[config.mk]
export PLATFORM = sky130hd
export DESIGN_NAME = vcap_flush_seq
export DESIGN_NICKNAME = d
export VERILOG_FILES = /design/src/rtl/vcap_flush_pkg.sv /design/src/rtl/vcap_sync_detect.sv /design/src/rtl/vcap_req_tracker.sv /design/src/rtl/vcap_flush_fsm.sv /design/src/rtl/vcap_flush_seq.sv
export SDC_FILE = /design/constraint.sdc
export NUM_CORES = 1
export LEC_CHECK = 0
export BUFFER_PORTS_ARGS = -buffer_cell sky130_fd_sc_hd__buf_2
export CORE_MARGIN = 4
export CORE_UTILIZATION = 49
export DETAILED_ROUTE_END_ITERATION = 8
export GPL_TIMING_DRIVEN = 0
export PLACE_DENSITY = 0.85
export SETUP_SLACK_MARGIN = 0.2
export SYNTH_ARGS = -nofsm -noshare
export SYNTH_HDL_FRONTEND = slang
export SYNTH_HIERARCHICAL = 1
export SYNTH_SLANG_ARGS = --single-unit
[constraint.sdc]
create_clock -name clk -period 5.36 [get_ports clk]
set_input_delay 0.536 -clock clk [delete_from_list [all_inputs] [get_ports clk]]
set_output_delay 0.536 -clock clk [all_outputs]
set_load 0.005 [all_outputs]
[src/rtl/vcap_flush_pkg.sv]
package vcap_flush_pkg;
  localparam int REG_W       = 8;
  localparam int BIT_FLUSH   = 0;
  localparam int BIT_SEP     = 1;
  localparam int BIT_HPOL    = 2;
  localparam int BIT_VPOL    = 3;
  localparam int BIT_TINV    = 4;
  localparam int BIT_ARM_LO  = 5;
  localparam int BIT_DISCARD = 7;
  localparam int N_SYNC      = 2;

  typedef enum logic [2:0] {
    ST_IDLE, ST_HALT, ST_CLEAR, ST_DRAIN, ST_ARM
  } seq_state_t;

  typedef enum logic [1:0] {
    ARM_LINE = 2'd0, ARM_FIELD = 2'd1, ARM_FRAME = 2'd2, ARM_FRAME_B = 2'd3
  } arm_sel_t;
endpackage

[src/rtl/vcap_sync_detect.sv]
module vcap_sync_detect (
  input  logic clk,
  input  logic rst_n,
  input  logic pin,
  input  logic sep_mode,
  input  logic pol,
  output logic blank_end
);
  logic active;
  logic active_q;

  // separate mode: pol=1 -> high in blanking, pol=0 -> low in blanking
  assign active = sep_mode ? (pol ? pin : ~pin) : pin;

  always_ff @(posedge clk or negedge rst_n) begin
    if (!rst_n) active_q <= 1'b0;
    else        active_q <= active;
  end

  assign blank_end = active_q & ~active;
endmodule

[src/rtl/vcap_req_tracker.sv]
module vcap_req_tracker #(
  parameter int CNT_W = 6
) (
  input  logic             clk,
  input  logic             rst_n,
  input  logic             issue,
  input  logic             done,
  output logic             none_open,
  output logic [CNT_W-1:0] open_cnt
);
  localparam logic [CNT_W-1:0] CNT_MAX = {CNT_W{1'b1}};

  always_ff @(posedge clk or negedge rst_n) begin
    if (!rst_n) open_cnt <= '0;
    else if (issue && !done && open_cnt != CNT_MAX) open_cnt <= open_cnt + 1'b1;
    else if (done && !issue && open_cnt != '0)      open_cnt <= open_cnt - 1'b1;
  end

  assign none_open = (open_cnt == '0);

  AST_CNT_RISES: assert property (@(posedge clk) disable iff (!rst_n)
    (issue && !done && open_cnt != CNT_MAX) |=> (open_cnt == $past(open_cnt) + 1'b1));
  AST_CNT_BOTH_HOLD: assert property (@(posedge clk) disable iff (!rst_n)
    (issue && done) |=> $stable(open_cnt));
endmodule

[src/rtl/vcap_flush_fsm.sv]
module vcap_flush_fsm
  import vcap_flush_pkg::*;
(
  input  logic clk,
  input  logic rst_n,
  input  logic start,
  input  logic none_open,
  input  logic arm_event,
  output logic flush_busy,
  output logic halted,
  output logic fifo_clr
);
  seq_state_t state, state_nx;

  always_comb begin
    state_nx = state;
    unique case (state)
      ST_IDLE:  if (start) state_nx = ST_HALT;
      ST_HALT:  state_nx = ST_CLEAR;
      ST_CLEAR: state_nx = ST_DRAIN;
      ST_DRAIN: if (none_open) state_nx = ST_ARM;
      ST_ARM:   if (arm_event) state_nx = ST_IDLE;
      default:  state_nx = ST_IDLE;
    endcase
  end

  always_ff @(posedge clk or negedge rst_n) begin
    if (!rst_n) state <= ST_IDLE;
    else        state <= state_nx;
  end

  assign flush_busy = (state == ST_HALT) || (state == ST_CLEAR) || (state == ST_DRAIN);
  assign halted     = (state != ST_IDLE);
  assign fifo_clr   = (state == ST_CLEAR);

  AST_CLR_SINGLE: assert property (@(posedge clk) disable iff (!rst_n)
    fifo_clr |=> !fifo_clr);
  AST_DRAIN_WAITS: assert property (@(posedge clk) disable iff (!rst_n)
    (state == ST_DRAIN && !none_open) |=> flush_busy);
  AST_ARM_HOLDS: assert property (@(posedge clk) disable iff (!rst_n)
    (state == ST_ARM && !arm_event) |=> halted);
  AST_BUSY_IGNORES_START: assert property (@(posedge clk) disable iff (!rst_n)
    (state == ST_DRAIN && !none_open && start) |=> (state == ST_DRAIN));
endmodule

[src/rtl/vcap_flush_seq.sv]
module vcap_flush_seq
  import vcap_flush_pkg::*;
#(
  parameter int DATA_W = 16,
  parameter int CNT_W  = 6
) (
  input  logic              clk,
  input  logic              rst_n,
  input  logic              reg_wr,
  input  logic [REG_W-1:0]  reg_wdata,
  output logic [REG_W-1:0]  reg_rdata,
  input  logic              mem_req_issue,
  input  logic              mem_req_done,
  input  logic              hsync_in,
  input  logic              vsync_in,
  input  logic              field_first,
  input  logic              task_in,
  output logic              task_out,
  input  logic              pix_in_valid,
  output logic              pix_in_ready,
  input  logic [DATA_W-1:0] pix_in_data,
  output logic              pix_out_valid,
  input  logic              pix_out_ready,
  output logic [DATA_W-1:0] pix_out_data,
  output logic              intake_halt,
  output logic              in_fifo_clr,
  output logic              out_fifo_clr
);
  logic       sep_mode, hs_pol, vs_pol, task_inv, discard;
  arm_sel_t   arm_sel;
  logic       flush_busy, halted, fifo_clr, none_open, arm_event;
  logic [CNT_W-1:0] open_cnt;
  logic [N_SYNC-1:0] sync_pin, sync_pol, blank_end;

  always_ff @(posedge clk or negedge rst_n) begin
    if (!rst_n) begin
      sep_mode <= 1'b0;
      hs_pol   <= 1'b0;
      vs_pol   <= 1'b0;
      task_inv <= 1'b0;
      arm_sel  <= ARM_LINE;
    end else if (reg_wr) begin
      sep_mode <= reg_wdata[BIT_SEP];
      hs_pol   <= reg_wdata[BIT_HPOL];
      vs_pol   <= reg_wdata[BIT_VPOL];
      task_inv <= reg_wdata[BIT_TINV];
      arm_sel  <= arm_sel_t'(reg_wdata[BIT_ARM_LO +: 2]);
    end
  end

  always_ff @(posedge clk or negedge rst_n) begin
    if (!rst_n)                                discard <= 1'b0;
    else if (halted && pix_in_valid)           discard <= 1'b1;
    else if (reg_wr && reg_wdata[BIT_DISCARD]) discard <= 1'b0;
  end

  assign sync_pin = {vsync_in, hsync_in};
  assign sync_pol = {vs_pol, hs_pol};

  for (genvar g = 0; g < N_SYNC; g++) begin : g_sync
    vcap_sync_detect u_det (
      .clk       (clk),
      .rst_n     (rst_n),
      .pin       (sync_pin[g]),
      .sep_mode  (sep_mode),
      .pol       (sync_pol[g]),
      .blank_end (blank_end[g])
    );
  end

  always_comb begin
    unique case (arm_sel)
      ARM_LINE:  arm_event = blank_end[0];
      ARM_FIELD: arm_event = blank_end[1];
      default:   arm_event = blank_end[1] & field_first;
    endcase
  end

  vcap_req_tracker #(.CNT_W(CNT_W)) u_trk (
    .clk       (clk),
    .rst_n     (rst_n),
    .issue     (mem_req_issue),
    .done      (mem_req_done),
    .none_open (none_open),
    .open_cnt  (open_cnt)
  );

  vcap_flush_fsm u_fsm (
    .clk        (clk),
    .rst_n      (rst_n),
    .start      (reg_wr && reg_wdata[BIT_FLUSH]),
    .none_open  (none_open),
    .arm_event  (arm_event),
    .flush_busy (flush_busy),
    .halted     (halted),
    .fifo_clr   (fifo_clr)
  );

  assign reg_rdata = {discard, logic'(arm_sel[1]), logic'(arm_sel[0]),
                      task_inv, vs_pol, hs_pol, sep_mode, flush_busy};

  assign task_out      = task_in ^ task_inv;
  assign pix_out_valid = pix_in_valid & ~halted;
  assign pix_in_ready  = halted | pix_out_ready;
  assign pix_out_data  = pix_in_data;
  assign intake_halt   = halted;
  assign in_fifo_clr   = fifo_clr;
  assign out_fifo_clr  = fifo_clr;

  AST_NO_OUT_WHILE_HALTED: assert property (@(posedge clk) disable iff (!rst_n)
    intake_halt |-> (!pix_out_valid && pix_in_ready));
  AST_DROP_FLAGGED: assert property (@(posedge clk) disable iff (!rst_n)
    (intake_halt && pix_in_valid) |=> reg_rdata[BIT_DISCARD]);
  AST_CLR_INSIDE_FLUSH: assert property (@(posedge clk) disable iff (!rst_n)
    in_fifo_clr |-> (intake_halt && reg_rdata[BIT_FLUSH]));
endmodule

Yosys cells after proc, flatten, opt, wreduce, memory -nomap -nowiden
Index checks and enable logic that the tools add are counted.
{ "word_totals": {"register_bits": 18, "rom_bits": 0, "ramBits": 0, "elab_cells": 64, "mem_count": 0, "in_bits": 35, "latch_bits": 0, "output_inout_bits": 30} }
{ "op_classes": {"add_sub_neg": 2, "div": 0, "n_eq_ne": 9, "multipliers": 0, "n_bitwise": 11, "mux": 13, "n_shift": 0, "reduce_logical": 19, "order_cmp": 0} }
{ "op_table": {"columns": ["op", "count"], "rows": [
  ["one-hot mux 3 bit (5 select lines)", 1],
  ["two-way mux 6 bit", 2],
  ["two-way mux 3 bit", 3],
  ["logical AND 1 bit", 7],
  ["adder 6 x 1 -> 6 bit, second input constant", 1],
  ["== test 3 x 2 -> 1 bit, second input constant", 2],
  ["logical NOT 6 bit", 1],
  ["two-way mux 1 bit", 6],
  ["inequality test 6 bit, second input constant", 1],
  ["nonzero test 6 bit", 1],
  ["subtractor 6 x 1 -> 6 bit, second input constant", 1],
  ["NOT 1 bit", 5],
  ["AND 1 bit", 4],
  ["inequality test 2 bit, second input constant", 2],
  ["nonzero test 2 bit", 2],
  ["== test 3 x 1 -> 1 bit, second input constant", 1],
  ["== test 3 bit, second input constant", 1],
  ["logical NOT 3 bit", 1],
  ["AND reduction 3 bit", 1],
  ["nonzero test 3 bit", 1],
  ["== test 2 x 1 -> 1 bit, second input constant", 1],
  ["logical NOT 1 bit", 2],
  ["logical NOT 2 bit", 1],
  ["logical OR 1 bit", 2],
  ["4 further kinds", 4]
]} }

Longest topological paths before layout
Gate-level depths: netlist of the first run.
{ "logic_depth": {"ltp_word": 9, "mapped_depth": 8, "depth_no_buf": 8} }

Modules after synthesis
The synthesis of the first run kept the hierarchy.
{ "modules_own_cells": {"columns": ["module", "area_each_um2", "instances", "cells_per_inst", "seq_area_each_um2"], "rows": [
  ["vcap_req_tracker", 506.7, 1, 47, 150.1],
  ["vcap_flush_seq", 484.2, 1, 46, 175.2],
  ["vcap_flush_fsm", 146.4, 1, 16, 75.1],
  ["vcap_sync_detect", 67.6, 2, 6, 25.0]
]} }

Worst setup path after synthesis of the first run
OpenSTA, ideal clock, no wires.
{ "synth_path": {"path_type": "input -> register", "from": "input port mem_req_done", "to": "register u_trk.open_cnt[5]", "required_ps": 5270, "slack_ps": 3075, "n_path_buf": 0, "arrival_ps": 2195, "stages": 7, "cell_sequence": "and2b_2 > nand2_1 > ha_1 > a21o_2 > a221oi_2 > mux2_2 > o2111ai_1"} }
{ "synth_via": {"elab_chain_cells": 4, "elab_cells_between_ends": 7, "cone_classes": "mux: 1; reduce/logical: 6"} }
{ "synth_rtl": {"columns": ["item", "line_no", "source"], "rows": [
  ["from (decl)", "vcap_flush_seq.sv:13", "input logic mem_req_done,"],
  ["logical NOT 1 bit", "vcap_req_tracker.sv:15", "else if (issue && !done && open_cnt != CNT_MAX) open_cnt <= open_cnt + 1'b1;"],
  ["logical AND 1 bit (2 in series)", "vcap_req_tracker.sv:15", null],
  ["two-way mux 6 bit or nonzero test 2 bit (tied branches)", null, null],
  ["to (signal assigned)", "vcap_req_tracker.sv:15", null],
  ["to (signal assigned)", "vcap_req_tracker.sv:16", "else if (done && !issue && open_cnt != '0) open_cnt <= open_cnt - 1'b1;"],
  ["to (decl)", "vcap_req_tracker.sv:9", "output logic [CNT_W-1:0] open_cnt"]
]} }
Several ways; a longest one is shown, not always the timed one.
A chain may end at the register's enable or synchronous reset.

Worst setup path after layout of the first run
{ "layout_path": {"from": "register u_trk.open_cnt[0]", "to": "register u_trk.open_cnt[5]"} }
{ "layout_via": {"elab_chain_cells": 3, "elab_cells_between_ends": 9, "cone_classes": "add/sub: 2; eq/ne: 1; mux: 2; reduce/logical: 4"} }
{ "layout_rtl": {"columns": ["item", "line_no"], "rows": [
  ["subtractor 6 x 1 -> 6 bit, or another cell as far along", "vcap_req_tracker.sv:16"],
  ["two-way mux 6 bit, or another cell as far along", "vcap_req_tracker.sv:16"],
  ["two-way mux 6 bit or nonzero test 2 bit (tied branches)", null]
]} }
Several ways; a longest one is shown, not always the timed one. The select of a mux whose other input is x is not followed.

==> results of run 1 <==
==> cells by family (layout without fill, tap and decap cells) <==
group,after synthesis,after routing,share of synthesized area
fa+ha+maj,5,5,0.0551
compound gates,15,15,0.108
buf+inv,28,79,0.151
xor+xnor,7,7,0.0482
simple gates,34,34,0.161
mux,14,14,0.122
flops,18,18,0.354
==> metrics by stage <==
stage / cell area [um2] / setup WS [ns] / total power, mW
final: 1580 / 2.85 / 0.581
after global placement: 1550 / 2.83 / 0.481
after global routing: 1580 / 2.74 / 0.631
after CTS: 1580 / 2.86 / 0.587
after floorplan: 1270 / 3.08 / 0.427
after detailed placement: 1550 / 2.77 / 0.501
==> sequential cells by signal (all words and copies together), names as in the netlist <==
register	cells
g_sync.u_det/active_q	2
arm_sel	2
u_fsm/state	3
task_inv	1
vs_pol	1
u_trk/open_cnt	6
discard	1
hs_pol	1
sep_mode	1
==> worst max path at each step <==
stage	from	endpoint	slack [ns]
6_report	u_trk/open_cnt[0]	u_trk/open_cnt[5]	2.85
3_3_place_gp	mem_req_done	u_trk/open_cnt[5]	2.83
4_1_cts	u_trk/open_cnt[0]	u_trk/open_cnt[5]	2.86
3_5_place_dp	mem_req_done	u_trk/open_cnt[5]	2.77
2_1_floorplan	mem_req_done	u_trk/open_cnt[5]	3.08
5_1_grt	u_trk/open_cnt[0]	u_trk/open_cnt[5]	2.74
==> report_power, final <==
part           leakage [nW]  total (mW)  switching (mW)  internal, mW
clock network        0.0210      0.0821          0.0407        0.0413
logic                 0.575       0.276           0.120         0.156
registers             0.206       0.223          0.0492         0.174
==> final cells by class <==
cell class	count	area share
sequential	18	0.285
multi-input combinational	75	0.398
timing repair buffer	47	0.149
tap	30	0.0237
inverter	4	0.00949
clock buffer	4	0.0229
buffer	24	0.112
==> per-layer routing <==
| layer | global-route usage | part of all wire |
|---|---|---|
| met1 | 0.170 | 0.36 |
| met2 | 0.297 | 0.52 |
| met3 | 0.0461 | 0.10 |
| met4 | 0.0421 | 0.018 |
| met5 | 0 | 0 |
==> cell usage after synthesis (2+ instances only) <==
master    number
mux2_2        11
nor2_1         7
nand2_1        9
dfrtp_1       18
and3_2         2
a21oi_1        2
ha_1           4
xor2_1         2
nand2b_4       2
nand2b_1       2
mux2i_1        2
buf_4         23
inv_1          4
a21o_1         2
a22o_1         2
xnor2_1        5
and2b_2        2
==> results.py, run 1 <==
metrics = {
    "setup_path": {
        "cp-start-kind": "flop",
        "cp.buffers_inverters": 0,
        "r2r_slack_ns": 2.85,
        "regToRegStartpoint": "u_trk/open_cnt[0]",
        "critical_path_class": "reg -> reg",
        "end_kind": "flop",
        "cp_data_arrival_time_ns": 2.71,
        "worstPathCellList": "and4_1 > nand3_2 > nand2_1 > ha_1 > a21o_2 > a221oi_2 > mux2_2 > o2111ai_1",
        "crit_family": "compound AO/OA/AOI/OAI gates",
        "critPathSlowestCell": "dfrtp_1",
        "worstSetupPathDepth": 8,
        "cp.required_ns": 5.56,
        "slowest_delay_ns": 0.47,
        "reg2reg_depth": 8,
        "cp_max_fo": 5,
        "r2r_end": "u_trk/open_cnt[5]",
    },
    "routing": {
        "wl_um": 2680,
        "wl_per_cell_um": 13.3,
        "ant_nets": 0,
        "dr.pass1.iters": 4,
        "drt_iter0_drc": 34,
        "drc": 0,
        "vias": 1028,
        "via_per_inst": 5.09,
    },
    "yosys": {
        "syn_avg_cell_area_um2": 10.5,
        "async_reset_ff_frac": 1.00,
        "yosys_warnings": 6,
        "yosys.area.top_type": "dfrtp_1",
        "synth.distinct_cells": 39,
        "synth_cells": 121,
        "synth_seq_cells": 18,
        "syn_nets": 161,
        "synth_ff_type": "dfrtp_1",
        "synth-edff-count": 0,
        "synth.top_cells.by_area": "dfrtp_1 (35%), buf_4 (14%), mux2_2 (9.7%)",
        "syn-cell-area_um2": 1270,
        "yosysSeqAreaShare": 0.354,
        "yosysTopAreaCellShare": 0.354,
    },
    "final_layout": {
        "final_cell_mix": "buf_2 (48), buf_4 (23), dfrtp_1 (18), mux2_2 (11), nand2_1 (9)",
        "layout_commonest_cell": "buf_2",
        "area_growth_pct": 24.3,
        "antenna_cells": 0,
        "drive_gt1_frac": 0.564,
        "seq_area_um2": 450,
        "nets": 213,
        "multi_input_area_um2": 629,
        "fillers": 198,
        "finalCoreUtilization": 0.638,
        "final_cell_count_no_fill": 202,
    },
    "clock_tree": {
        "cts_resized": 0,
        "clockRootBuffer": "clkbuf_4",
        "post_cts_buffers": 0,
        "clock_sinks": 18,
        "cts_buffers": 3,
        "cts_hold_buf": 0,
        "clock_latency_ns": 0.28,
        "tritoncts": "yes",
        "clkTransAtPathRegs_ns": 0.10,
        "htree_levels": 1,
        "clockBufferDepth": 2,
    },
    "outcome": {
        "status": "finished clean",
    },
    "floorplanning": {
        "pin_count": 65,
        "fp.dieH_um": 59.0,
        "die_area_um2": 3480,
        "rows": 18,
        "initial_core_util": 0.514,
        "design.core.area_um2": 2480,
        "die_width_um": 59.0,
    },
    "grt": {
        "grt_pass1_wl_um": 4280,
        "antenna_found_initial": 0,
        "grt.total_usage": 0.158,
        "grt_overflow": 0,
        "grt_max_degree": 19,
        "grt_pass1_vias": 1036,
    },
    "placed_design": {
        "dp_hpwl_um": 2260,
        "placed_cells": 198,
        "portBuffers": 47,
        "gp_congestion": 0.852,
    },
    "power": {
        "power.density_nw_per_um2": 367,
        "p_leak_nw": 0.802,
        "vdd_drop_max_v": 0.000352,
    },
    "timing": {
        "hold_viol_final": 0,
        "setup_violations": 0,
        "finalSetupTns_ns": 0,
        "finClkSkew_ns": 0.00207,
        "fmax_mhz": 399,
        "period_share": 0.468,
        "rsz0062_at_grt": "no",
        "period_needed_ns": 2.51,
        "maxSlewViolCount": 0,
        "tightest_slew_ns": 0.420,
        "whs_ns": 0.167,
        "slew_headroom": 0.720,
    },
    "worst_hold_path": {
        "hold_path.class": "in -> async",
    },
    "flow_run": {
        "drv_cap": 0,
    },
}
Power figures use the tool's default switching activity.
==> run 2: changes to the inputs <==
--- a/config.mk
+++ b/config.mk
@@ -7,10 +7,10 @@
 export LEC_CHECK = 0
 export BUFFER_PORTS_ARGS = -buffer_cell sky130_fd_sc_hd__buf_2
 export CORE_MARGIN = 4
-export CORE_UTILIZATION = 49
+export CORE_UTILIZATION = 41
 export DETAILED_ROUTE_END_ITERATION = 8
 export GPL_TIMING_DRIVEN = 0
-export PLACE_DENSITY = 0.85
+export PLACE_DENSITY = 0.76
 export SETUP_SLACK_MARGIN = 0.2
 export SYNTH_ARGS = -nofsm -noshare
 export SYNTH_HDL_FRONTEND = slang
==> constraint.sdc (replaced) <==
create_clock -name clk -period 2.18 [get_ports clk]
set_input_delay 0.218 -clock clk [delete_from_list [all_inputs] [get_ports clk]]
set_output_delay 0.218 -clock clk [all_outputs]
set_load 0.005 [all_outputs]
==> results.py, run 2 (same netlist as run 1, synthesis figures left out) <==
metrics = {
    "setup_path": {
        "r2r_slack_ns": 0.1,
        "cp.required_ns": 2.40,
        "cp-start-kind": "flop",
        "cp_max_fo": 5,
        "critical_path_class": "reg -> reg",
        "regToRegStartpoint": "u_trk/open_cnt[4]",
        "end_kind": "flop",
        "r2r_end": "u_trk/open_cnt[5]",
        "cp_data_arrival_time_ns": 2.30,
        "reg2reg_depth": 8,
    },
    "routing": {
        "wl_um": 2950,
        "vias": 1049,
        "drt_iter0_drc": 43,
        "drc": 0,
        "via_per_inst": 5.00,
        "dr.pass1.iters": 4,
        "ant_nets": 0,
        "wl_per_cell_um": 14.0,
    },
    "floorplanning": {
        "initial_core_util": 0.446,
        "design.core.area_um2": 2850,
        "die_area_um2": 4060,
        "die_width_um": 63.7,
        "pin_count": 65,
        "fp.dieH_um": 63.7,
        "rows": 19,
    },
    "clock_tree": {
        "clockBufferDepth": 2,
        "cts_buffers": 3,
        "htree_levels": 1,
        "tritoncts": "yes",
        "clkTransAtPathRegs_ns": 0.11,
        "clockRootBuffer": "clkbuf_4",
        "clock_latency_ns": 0.30,
        "clock_sinks": 18,
    },
    "final_layout": {
        "antenna_cells": 0,
        "layout_commonest_cell": "buf_2",
        "area_growth_pct": 36.2,
        "fillers": 253,
        "nets": 220,
        "final_cell_mix": "buf_2 (48), buf_4 (29), dfrtp_1 (16), mux2_2 (10), nand2_1 (8)",
        "largest_reg_flops": 6,
        "top_register": "u_trk/open_cnt",
        "seq_area_um2": 453,
        "final_cell_area_um2": 1730,
        "multi_input_area_um2": 722,
        "drive_gt1_frac": 0.626,
        "finalCoreUtilization": 0.607,
        "final_cell_count_no_fill": 210,
        "reg_top3": "u_trk/open_cnt x6, u_fsm/state x3",
    },
    "worst_hold_path": {
        "whs_path_depth": 2,
        "worstHoldStart": "hsync_in",
        "hold_path.class": "in -> reg",
        "whs_endpoint": "g_sync[0].u_det/active_q",
    },
    "outcome": {
        "status": "finished clean",
    },
    "power": {
        "power.density_nw_per_um2": 983,
        "vdd_drop_max_v": 0.000744,
        "p_leak_nw": 0.844,
    },
    "grt": {
        "grt_pass1_wl_um": 4870,
        "grt.total_usage": 0.150,
        "grt_overflow": 0,
        "grt_pass1_vias": 1103,
        "antenna_found_initial": 0,
        "grt_max_degree": 19,
    },
    "placed_design": {
        "portBuffers": 47,
        "gp_congestion": 0.845,
        "pre_cts_ws_ns": -0.0945,
        "placed_cells": 199,
        "placed_cell_area_um2": 1600,
        "dp_hpwl_um": 2190,
    },
    "timing": {
        "finClkSkew_ns": 0.00543,
        "period_needed_ns": 2.08,
        "fmax_mhz": 480,
        "slew_headroom": 0.729,
        "tightest_slew_ns": 0.407,
        "rsz0062_at_grt": "yes",
        "finalWorstSetupSlack_ns": 0.0974,
        "setup_violations": 0,
        "maxSlewViolCount": 0,
        "period_share": 0.955,
        "whs_ns": 0.127,
        "hold_viol_final": 0,
    },
    "flow_run": {
        "drv_cap": 0,
    },
}
## run 2: metrics by stage
| step | setup TNS, ns | power [mW] |
|---|---|---|
| detailed placement | -0.0945 | 1.31 |
| CTS | 0 | 1.69 |
| finish | 0 | 1.70 |
| floorplan | 0 | 1.12 |
| global route | 0 | 1.82 |
| global placement | -0.0611 | 1.27 |
## run 2: worst max-delay path, cell delays in order (launching register included)
cell and delay, ns:
dfrtp_2 0.39, and4_4 0.24, nand3_4 0.11, nand2_8 0.12
ha_4 0.22, a21o_4 0.21, a221oi_4 0.30, mux2_4 0.33
o2111ai_1 0.08
## run 2: metal layers
metal  vias to the layer above  track usage  part of all wire
met1                       483        0.165              0.39
met2                        44        0.272              0.53
met5                         -            0                 0
met3                         4       0.0515             0.071
li1                        518            -                 -
met4                         0       0.0431             0.012
## run 2: cell type report
class	count	share of cell area
Multi-Input combinational cell	75	0.417
Timing Repair Buffer	54	0.168
Inverter	4	0.00866
Buffer	24	0.103
Clock buffer	4	0.0209
Sequential cell	18	0.261
Tap cell	31	0.0224
## run 2: how the worst max path moves through the flow
stage                   endpoint         startpoint  cells after the start  slack (ns)
4_1_cts        u_trk/open_cnt[5]  u_trk/open_cnt[4]                      8        0.12
2_1_floorplan  u_trk/open_cnt[5]  u_trk/open_cnt[0]                      8        0.07
3_5_place_dp   u_trk/open_cnt[5]  u_trk/open_cnt[0]                      8       -0.09
3_3_place_gp   u_trk/open_cnt[5]  u_trk/open_cnt[0]                      8       -0.06
6_report       u_trk/open_cnt[5]  u_trk/open_cnt[4]                      8         0.1
5_1_grt        u_trk/open_cnt[5]  u_trk/open_cnt[4]                      8        0.04
## run 2: what timing repair did
item / CTS / global route
hold buffers: 1 / 0
pin swaps: 4 / 0
gates cloned: 0 / 0
buffers inserted: 5 / 1
endpoints found under the hold margin: 18 / 0
endpoints found under the setup margin: 3 / 3
resized for setup: 9 / 0
## run 2: where the power goes
part / leakage (nW) / switching [mW] / internal, mW
clock network: 0.0210 / 0.108 / 0.102
registers: 0.204 / 0.107 / 0.431
logic: 0.619 / 0.402 / 0.552
total: 0.844 / 0.617 / 1.09
==> run 3: changes to the inputs <==
--- a/config.mk
+++ b/config.mk
@@ -7,10 +7,12 @@
 export LEC_CHECK = 0
 export BUFFER_PORTS_ARGS = -buffer_cell sky130_fd_sc_hd__buf_2
 export CORE_MARGIN = 4
-export CORE_UTILIZATION = 41
+export CORE_UTILIZATION = 42
+export CTS_BUF_LIST = sky130_fd_sc_hd__clkbuf_4 sky130_fd_sc_hd__clkbuf_8
 export DETAILED_ROUTE_END_ITERATION = 8
 export GPL_TIMING_DRIVEN = 0
-export PLACE_DENSITY = 0.76
+export PLACE_DENSITY = 0.78
+export RECOVER_POWER = 25
 export SETUP_SLACK_MARGIN = 0.2
 export SYNTH_ARGS = -nofsm -noshare
 export SYNTH_HDL_FRONTEND = slang
==> results.py, run 3 (same netlist as run 1, synthesis figures left out) <==
metrics = {
    "outcome": {
        "status": "finished clean",
    },
    "floorplanning": {
        "rows": 19,
        "pin_count": 65,
        "die_width_um": 63.0,
        "die_area_um2": 3970,
        "design.core.area_um2": 2830,
        "initial_core_util": 0.450,
        "fp.dieH_um": 63.0,
    },
    "clock_tree": {
        "tritoncts": "yes",
        "clock_sinks": 18,
        "clockBufferDepth": 2,
        "clockRootBuffer": "clkbuf_4",
        "clock_latency_ns": 0.29,
        "clkTransAtPathRegs_ns": 0.12,
        "cts_buffers": 3,
        "htree_levels": 1,
    },
    "timing": {
        "rsz0062_at_grt": "yes",
        "tightest_slew_ns": 0.426,
        "period_needed_ns": 2.10,
        "finalWorstSetupSlack_ns": 0.0763,
        "maxSlewViolCount": 0,
        "setup_violations": 0,
        "finClkSkew_ns": 0.00687,
        "period_share": 0.965,
        "hold_viol_final": 0,
        "whs_ns": 0.147,
        "fmax_mhz": 475,
        "slew_headroom": 0.716,
    },
    "final_layout": {
        "top_register": "u_trk/open_cnt",
        "antenna_cells": 0,
        "layout_commonest_cell": "buf_2",
        "reg_top3": "u_trk/open_cnt x6, u_fsm/state x3",
        "final_cell_mix": "buf_2 (45), buf_4 (16), clkbuf_4 (16), dfrtp_1 (16), mux2_2 (10)",
        "drive_gt1_frac": 0.620,
        "largest_reg_flops": 6,
        "nets": 220,
        "area_growth_pct": 37.5,
        "fillers": 234,
    },
    "power": {
        "switching_share": 0.368,
        "clkPwrFrac": 0.122,
        "p_leak_nw": 0.837,
        "pwr-share-comb": 0.571,
        "power.density_nw_per_um2": 1000,
        "vdd_drop_max_v": 0.000743,
        "internal-power_mw": 1.11,
        "seqPwrFrac": 0.308,
        "power_switching_mw": 0.644,
    },
    "worst_hold_path": {
        "hold_path.class": "in -> reg",
    },
    "routing": {
        "drc": 0,
        "drt_iter0_drc": 39,
        "ant_nets": 0,
        "dr.pass1.iters": 4,
        "vias": 1070,
        "via_per_inst": 5.10,
        "wl_per_cell_um": 14.0,
        "wl_um": 2950,
    },
    "placed_design": {
        "gp_congestion": 0.870,
        "dp_hpwl_um": 2200,
        "portBuffers": 47,
        "pre_cts_ws_ns": -0.131,
    },
    "setup_path": {
        "cp-start-kind": "flop",
        "critPathSlowestCell": "dfrtp_2",
        "critical_path_class": "reg -> reg",
        "cp_max_fo": 5,
        "cp.required_ns": 2.40,
        "slowest_delay_ns": 0.39,
        "worstPathCellList": "and4_4 > nand3_4 > nand2_8 > ha_4 > a21o_4 > a221oi_4 > mux2_4 > o2111ai_2",
        "end_kind": "flop",
        "cp_data_arrival_time_ns": 2.33,
    },
    "grt": {
        "grt.total_usage": 0.156,
        "antenna_found_initial": 0,
        "grt_max_degree": 19,
        "grt_overflow": 0,
        "grt_pass1_vias": 1094,
        "grt_pass1_wl_um": 5020,
    },
    "flow_run": {
        "drv_cap": 0,
    },
}
run 3: power by group through the flow:
stage | logic [mW] | clock network [mW] | registers [mW]
3_3_place_gp | 0.714 | 0 | 0.556
5_1_grt | 1.10 | 0.241 | 0.549
3_5_place_dp | 0.743 | 0 | 0.566
6_report | 0.998 | 0.213 | 0.538
4_1_cts | 0.964 | 0.221 | 0.535
2_1_floorplan | 0.586 | 0 | 0.536
run 3: area by class of cell:
cell class	count	area, um2	area share
multi-input cells	75	742	0.424
well taps	31	38.8	0.0222
flip-flops and latches	18	453	0.259
repair buffers	54	287	0.164
plain buffers	24	178	0.102
inverters	4	15.0	0.00858
clock buffers	4	36.3	0.0207
run 3: per-layer routing:
metal / vias to the layer above / GRT usage / routed length (um)
li1: 516 / - / -
met5: - / 0 / 0
met3: 2 / 0.0396 / 269
met4: 0 / 0.0303 / 12
met2: 55 / 0.282 / 1470
met1: 497 / 0.186 / 1200
run 3: worst paths after layout:
path,from,endpoint,slack (ns),cells after the start
min in group asynchronous,rst_n,u_trk/open_cnt[1],0.37,2
worst min register to register,discard,discard,0.54,1
worst min-delay path,hsync_in,g_sync[0].u_det/active_q,0.15,2
worst max register to register,u_trk/open_cnt[0],u_trk/open_cnt[5],0.08,8
max in group asynchronous,rst_n,u_trk/open_cnt[4],1.49,2
worst max-delay path,u_trk/open_cnt[0],u_trk/open_cnt[5],0.08,8
run 3: worst max-delay path: cells and delay by family (launching register included):
kind	cells	cell delay, ns
simple gates	3	0.47
fa+ha+maj	1	0.22
flops	1	0.39
compound gates	3	0.61
mux	1	0.34
run 3: what timing repair did:
action                                 in CTS  in global routing
setup endpoints to repair                   3                  3
pin swaps                                   5                  0
gates resized for setup                    10                  1
endpoints found under the hold margin      18                  0
hold buffers                                1                  0
setup buffers                               6                  0
run 3: through the flow:
step            util  setup TNS [ns]  instances  total power, mW  cell area, um2
4_1_cts        0.618               0        210             1.72            1750
3_3_place_gp   0.565         -0.0524        199             1.27            1600
2_1_floorplan      -               0        121             1.12            1320
5_1_grt        0.618               0        210             1.89            1750
3_5_place_dp   0.565          -0.131        199             1.31            1600
6_report       0.618               0        210             1.75            1750
